### src/rtl/sdx_pkg.sv
`timescale 1ns/1ps
package sdx_pkg;
  // Defaults for the result width and the zero padding around each slot
  localparam int unsigned DEF_DATA_W  = 12;
  localparam int unsigned DEF_LEAD_Z  = 2;
  localparam int unsigned DEF_TRAIL_Z = 2;
  localparam int unsigned N_CHAN      = 2;

  // One-cycle event pulses seen on a sampled control line
  typedef struct packed {
    logic fall;
    logic rise;
  } edge_t;
endpackage

### src/rtl/sdx_edge_detect.sv
`timescale 1ns/1ps
module sdx_edge_detect
  import sdx_pkg::*;
#(
  parameter logic IDLE = 1'b1
) (
  input  logic  clk,
  input  logic  rst_n,
  input  logic  din,
  output edge_t ev
);
  logic last_q;

  always_ff @(posedge clk or negedge rst_n) begin
    if (!rst_n) last_q <= IDLE;
    else        last_q <= din;
  end

  assign ev.fall = last_q & ~din;
  assign ev.rise = ~last_q & din;
endmodule

### src/rtl/sdx_frame_ctrl.sv
`timescale 1ns/1ps
module sdx_frame_ctrl
  import sdx_pkg::*;
#(
  parameter int unsigned TOTAL   = 32,
  parameter int unsigned HOLD_AT = 13,
  localparam int unsigned CW     = $clog2(TOTAL + 1)
) (
  input  logic  clk,
  input  logic  rst_n,
  input  edge_t cs_ev,
  input  edge_t sk_ev,
  output logic  load,
  output logic  clear,
  output logic  shift,
  output logic  active,
  output logic  hold
);
  logic [CW-1:0] cnt_q;

  // cs_n falls low as active-low select, so cs fall starts a transfer
  assign load  = cs_ev.fall;
  assign clear = cs_ev.rise;
  // a clock fall that coincides with select fall is dropped here
  assign shift = active & sk_ev.fall & ~cs_ev.fall & ~cs_ev.rise;

  always_ff @(posedge clk or negedge rst_n) begin
    if (!rst_n) begin
      cnt_q  <= '0;
      active <= 1'b0;
      hold   <= 1'b0;
    end else if (cs_ev.fall) begin
      cnt_q  <= '0;
      active <= 1'b1;
      hold   <= 1'b1;
    end else if (cs_ev.rise) begin
      cnt_q  <= '0;
      active <= 1'b0;
      hold   <= 1'b0;
    end else if (active) begin
      if (shift) begin
        cnt_q <= cnt_q + 1'b1;
        if (cnt_q == CW'(TOTAL - 1)) active <= 1'b0;
      end
      if (sk_ev.rise && hold && (cnt_q >= CW'(HOLD_AT))) hold <= 1'b0;
    end
  end
endmodule

### src/rtl/sdx_lane_shifter.sv
`timescale 1ns/1ps
module sdx_lane_shifter #(
  parameter int unsigned DATA_W  = 12,
  parameter int unsigned LEAD_Z  = 2,
  parameter int unsigned TRAIL_Z = 2,
  localparam int unsigned SLOT_W = LEAD_Z + DATA_W + TRAIL_Z,
  localparam int unsigned WORD_W = 2 * SLOT_W
) (
  input  logic              clk,
  input  logic              rst_n,
  input  logic              load,
  input  logic              clear,
  input  logic              shift,
  input  logic [DATA_W-1:0] own,
  input  logic [DATA_W-1:0] other,
  output logic              dout
);
  logic [WORD_W-1:0] word_q;

  always_ff @(posedge clk or negedge rst_n) begin
    if (!rst_n) word_q <= '0;
    else if (load)
      word_q <= {{LEAD_Z{1'b0}}, own, {(TRAIL_Z + LEAD_Z){1'b0}}, other,
                 {TRAIL_Z{1'b0}}};
    else if (clear) word_q <= '0;
    else if (shift) word_q <= {word_q[WORD_W-2:0], 1'b0};
  end

  assign dout = word_q[WORD_W-1];
endmodule

### src/rtl/serial_adc_shifter.sv
`timescale 1ns/1ps
module serial_adc_shifter
  import sdx_pkg::*;
#(
  parameter int unsigned DATA_W  = DEF_DATA_W,
  parameter int unsigned LEAD_Z  = DEF_LEAD_Z,
  parameter int unsigned TRAIL_Z = DEF_TRAIL_Z
) (
  input  logic              clk,
  input  logic              rst_n,
  input  logic              cs_n,
  input  logic              sclk,
  input  logic [DATA_W-1:0] res_a,
  input  logic [DATA_W-1:0] res_b,
  output logic              dout_a,
  output logic              oe_a,
  output logic              dout_b,
  output logic              oe_b,
  output logic              track_hold
);
  localparam int unsigned SLOT_W  = LEAD_Z + DATA_W + TRAIL_Z;
  localparam int unsigned TOTAL   = N_CHAN * SLOT_W;
  localparam int unsigned HOLD_AT = LEAD_Z - 1 + DATA_W;

  edge_t cs_ev, sk_ev;
  logic  ld, clr, sh, act;
  logic  [DATA_W-1:0] res [N_CHAN];
  logic  [N_CHAN-1:0] lane_bit;

  assign res[0] = res_a;
  assign res[1] = res_b;

  sdx_edge_detect #(.IDLE(1'b1)) u_cs_edge (
    .clk(clk), .rst_n(rst_n), .din(cs_n), .ev(cs_ev));
  sdx_edge_detect #(.IDLE(1'b1)) u_sk_edge (
    .clk(clk), .rst_n(rst_n), .din(sclk), .ev(sk_ev));

  sdx_frame_ctrl #(.TOTAL(TOTAL), .HOLD_AT(HOLD_AT)) u_ctrl (
    .clk(clk), .rst_n(rst_n), .cs_ev(cs_ev), .sk_ev(sk_ev),
    .load(ld), .clear(clr), .shift(sh), .active(act), .hold(track_hold));

  generate
    for (genvar i = 0; i < N_CHAN; i++) begin : g_lane
      sdx_lane_shifter #(.DATA_W(DATA_W), .LEAD_Z(LEAD_Z), .TRAIL_Z(TRAIL_Z)) u_lane (
        .clk(clk), .rst_n(rst_n), .load(ld), .clear(clr), .shift(sh),
        .own(res[i]), .other(res[N_CHAN-1-i]), .dout(lane_bit[i]));
    end
  endgenerate

  assign dout_a = lane_bit[0];
  assign dout_b = lane_bit[1];
  assign oe_a   = act;
  assign oe_b   = act;
endmodule

### config.mk
export PLATFORM = sky130hd
export DESIGN_NAME = serial_adc_shifter
export DESIGN_NICKNAME = d
export VERILOG_FILES = /design/src/rtl/sdx_pkg.sv /design/src/rtl/sdx_edge_detect.sv /design/src/rtl/sdx_frame_ctrl.sv /design/src/rtl/sdx_lane_shifter.sv /design/src/rtl/serial_adc_shifter.sv
export SDC_FILE = /design/constraint.sdc
export NUM_CORES = 1
export LEC_CHECK = 0
export BUFFER_PORTS_ARGS = -buffer_cell sky130_fd_sc_hd__buf_2
export CORE_MARGIN = 3
export CORE_UTILIZATION = 45
export DETAILED_ROUTE_END_ITERATION = 8
export GPL_ROUTABILITY_DRIVEN = 0
export SKIP_CTS_REPAIR_TIMING = 1
export SLEW_MARGIN = 40
export SYNTH_ARGS = -nofsm -noshare
export SYNTH_HDL_FRONTEND = slang
export SYNTH_SLANG_ARGS = --single-unit
### constraint.sdc
create_clock -name clk -period 3.6 [get_ports clk]
set_input_delay 0.72 -clock clk [delete_from_list [all_inputs] [get_ports clk]]
set_output_delay 0.72 -clock clk [all_outputs]
set_load 0.02 [all_outputs]
==> qor.csv <==
stage,metric,value,unit
status,status,"finished, final reports clean",
synth,Synth area leader,dfrtp_1,
setup_path,crit-path max cell delay,0.81,ns
sta,fin crit share,0.568,
setup_path,CP Buf/Inv Count,1,
synth,top-area cell type share of the netlist area,0.496,
pwr,PD cells,441,mW/mm²
cts,CTS Root Cell,clkbuf_8,
sta,Max Clock Skew,0.00491,ns
synth,"top cells by area, synth","dfrtp_1 50%, o221ai_1 10%, nand2b_1 7.7%, nand2_1 6.2%, o21ai_0 5.8%",
die,num ports,33,
layout,"commonest non-fill, non-tap cell in the layout",dfrtp_1,
synth,"Async S/R FF share, synth",1.00,
synth,Syn Area/Cell,9.89,µm²
synth,top_reg_cell synth,dfrtp_1,
setup_path,capturing point of the worst reg2reg path,g_lane[0].u_lane.word_q[20],
cts,Sinks on Clock Net,70,
synth,Netlist cell types,36,
synth,Cells after Synth,347,
place,Port Buffers,32,
drt,DRT iter0 DRCs,133,
cts,TritonCTS clock tree,yes,
worst_hold_path,Tightest Hold Check Type,in2async,
drt,Final ANT Viol Nets,0,
sta,Post-Route Setup TNS,0,ns
layout,Layout area overhead,10.3,%
cts,H-Tree Depth,3,
run,Max Cap Viol,0,
sta,Max Freq,0.489,GHz
global_route,vias in the first global route,2501,
global_route,largest net degree at the start of global routing,71,
drt,DRC viols,0,
die,initial core utilization,0.468,
drt,wire per inst,14.8,µm
pwr,maximum vdd drop,0.220,mV
sta,Rel. slew slack,0.554,
setup_path,worst flop-to-flop path startpoint,u_cs_edge.last_q,
cts,clk slew on worst S/H paths,0.07,ns
layout,most frequent cells in the layout,"68 x dfrtp_1, 57 x nand2_1, 42 x nand2b_1",
global_route,gr ovfl total,0,
sta,Pins Over Slew Limit,0,
synth,Post-synth EDFFs,0,
drt,DR vias,2539,
sta,unrepaired setup endpoints after global routing,false,
cts,total CTS buffers,9,
setup_path,WP data arrival,2.30,ns
setup_path,slowest CP cell,dfstp_2,
sta,fin crit period,2.04,ns
global_route,GRT Total Usage,0.174,
cts,Worst-Skew Late Latency,0.33,ns
drt,final WL,6890,µm
die,Die Y-Extent,93.3,µm
layout,Ant. Diodes,0,
setup_path,CP Max Fanout,30,
die,die extent in x,93.3,µm
place,DP HPWL,4220,µm
setup_path,Crit Path Class,reg2reg,
sta,count of final hold-check violations,0,
synth,Synth Cell Area,0.00343,mm²
synth,syn nets,378,
setup_path,"Req. time, crit path",3.85,ns
sta,worst slew pin tran,0.668,ns
cts,CTS Buffer Depth,2,
die,Row Count,31,
global_route,first-pass GRT wire length,12100,µm
die,die area,0.00871,mm²
synth,register area share after synthesis,0.511,
synth,synth warn,0,
setup_path,Worst Reg-to-Reg Cells,4,
synth,number of synthesized register bits,70,
layout,share of cells above drive strength 1,0.166,
global_route,initial antenna violation count,0,
setup_path,Crit. End Element,register,
setup_path,flop2flop setup slack,1.56,ns
layout,nets,395,
setup_path,Startpoint Class,register,
drt,Via density,5.44,
drt,TritonRoute pass-1 iters,4,
die,core area,0.00733,mm²
setup_path,CP cell instances,and2_1 -> buf_12 -> o221ai_1 -> o21ai_0,
pwr,P_leak,1.57,nW
sta,count of final setup violators,0,
pwr,overall power,1.67,mW
setup_path,"delay-heaviest family, CP",flip-flops,
-- worst max-delay path by stage --
stage / start / endpoint / slack, ns / cells after the start
3_5_place_dp: sclk / g_lane[1].u_lane.word_q[30] / 1.28 / 5
2_1_floorplan: sclk / g_lane[1].u_lane.word_q[29] / 1.81 / 6
5_1_grt: u_cs_edge.last_q / g_lane[1].u_lane.word_q[21] / 1.39 / 4
6_report: u_cs_edge.last_q / g_lane[0].u_lane.word_q[20] / 1.56 / 4
4_1_cts: u_cs_edge.last_q / g_lane[0].u_lane.word_q[20] / 1.54 / 4
3_3_place_gp: sclk / g_lane[0].u_lane.word_q[14] / 1.29 / 5
-- where the power goes --
part | switching [mW] | internal (mW) | total [mW]
Sequential | 0.0372 | 0.851 | 0.889
Clock | 0.273 | 0.284 | 0.557
Combinational | 0.125 | 0.0968 | 0.222
-- sequential cells by signal, indices dropped and copies added, names as in the netlist --
signal,flops
u_ctrl.active,1
g_lane.u_lane.word_q,60
u_sk_edge.last_q,1
u_cs_edge.last_q,1
u_ctrl.hold,1
u_ctrl.cnt_q,6
-- metrics by stage --
step	hold WS [ns]	util	cells	instance area (µm²)	worst slack (ns)
floorplan	0.424	-	347	3430	1.81
detailed placement	0.485	0.493	452	3620	1.28
global route	0.415	0.516	467	3780	1.39
global placement	0.488	0.493	452	3620	1.29
CTS	0.406	0.516	467	3780	1.54
finish	0.379	0.516	467	3780	1.56
-- final cells by class --
| cell class | instances | area (µm²) |
|---|---|---|
| repair buffers | 38 | 243 |
| well taps | 99 | 124 |
| multi-input cells | 242 | 1490 |
| inverters | 3 | 11.3 |
| clock buffers | 14 | 163 |
| flip-flops and latches | 70 | 1750 |
| fillers | 708 | 3550 |
| clock inverters | 1 | 5.00 |
-- layer usage --
layer | share of wire | global-route usage | vias to the layer above
met5 | 0 | 0 | -
met4 | 0.0097 | 0.0440 | 0
met3 | 0.041 | 0.0499 | 10
met2 | 0.46 | 0.268 | 42
met1 | 0.49 | 0.242 | 1217
li1 | - | - | 1270
-- synthesized netlist by cell type, types with 3 or more instances --
cell type / count
mux2i_1: 6
nand2_1: 57
mux2_2: 3
buf_4: 7
nor2_1: 6
o221ai_1: 40
buf_6: 3
dfrtp_1: 68
a21oi_1: 15
xnor2_1: 3
o21ai_0: 40
inv_1: 3
buf_2: 13
ha_1: 3
nand2b_1: 42
o21ai_1: 7
clkbuf_1: 9
-- cells by family (layout without fill, tap and decap cells) --
family | Yosys count | after routing | synth area share
xor+xnor | 4 | 4 | 0.0102
simple gates | 118 | 118 | 0.174
buf+inv | 35 | 56 | 0.0572
flops | 70 | 70 | 0.511
compound gates | 107 | 107 | 0.205
fa+ha+maj | 3 | 3 | 0.0109
mux | 10 | 10 | 0.0317
No activity file was read; power rests on OpenSTA's default activity.
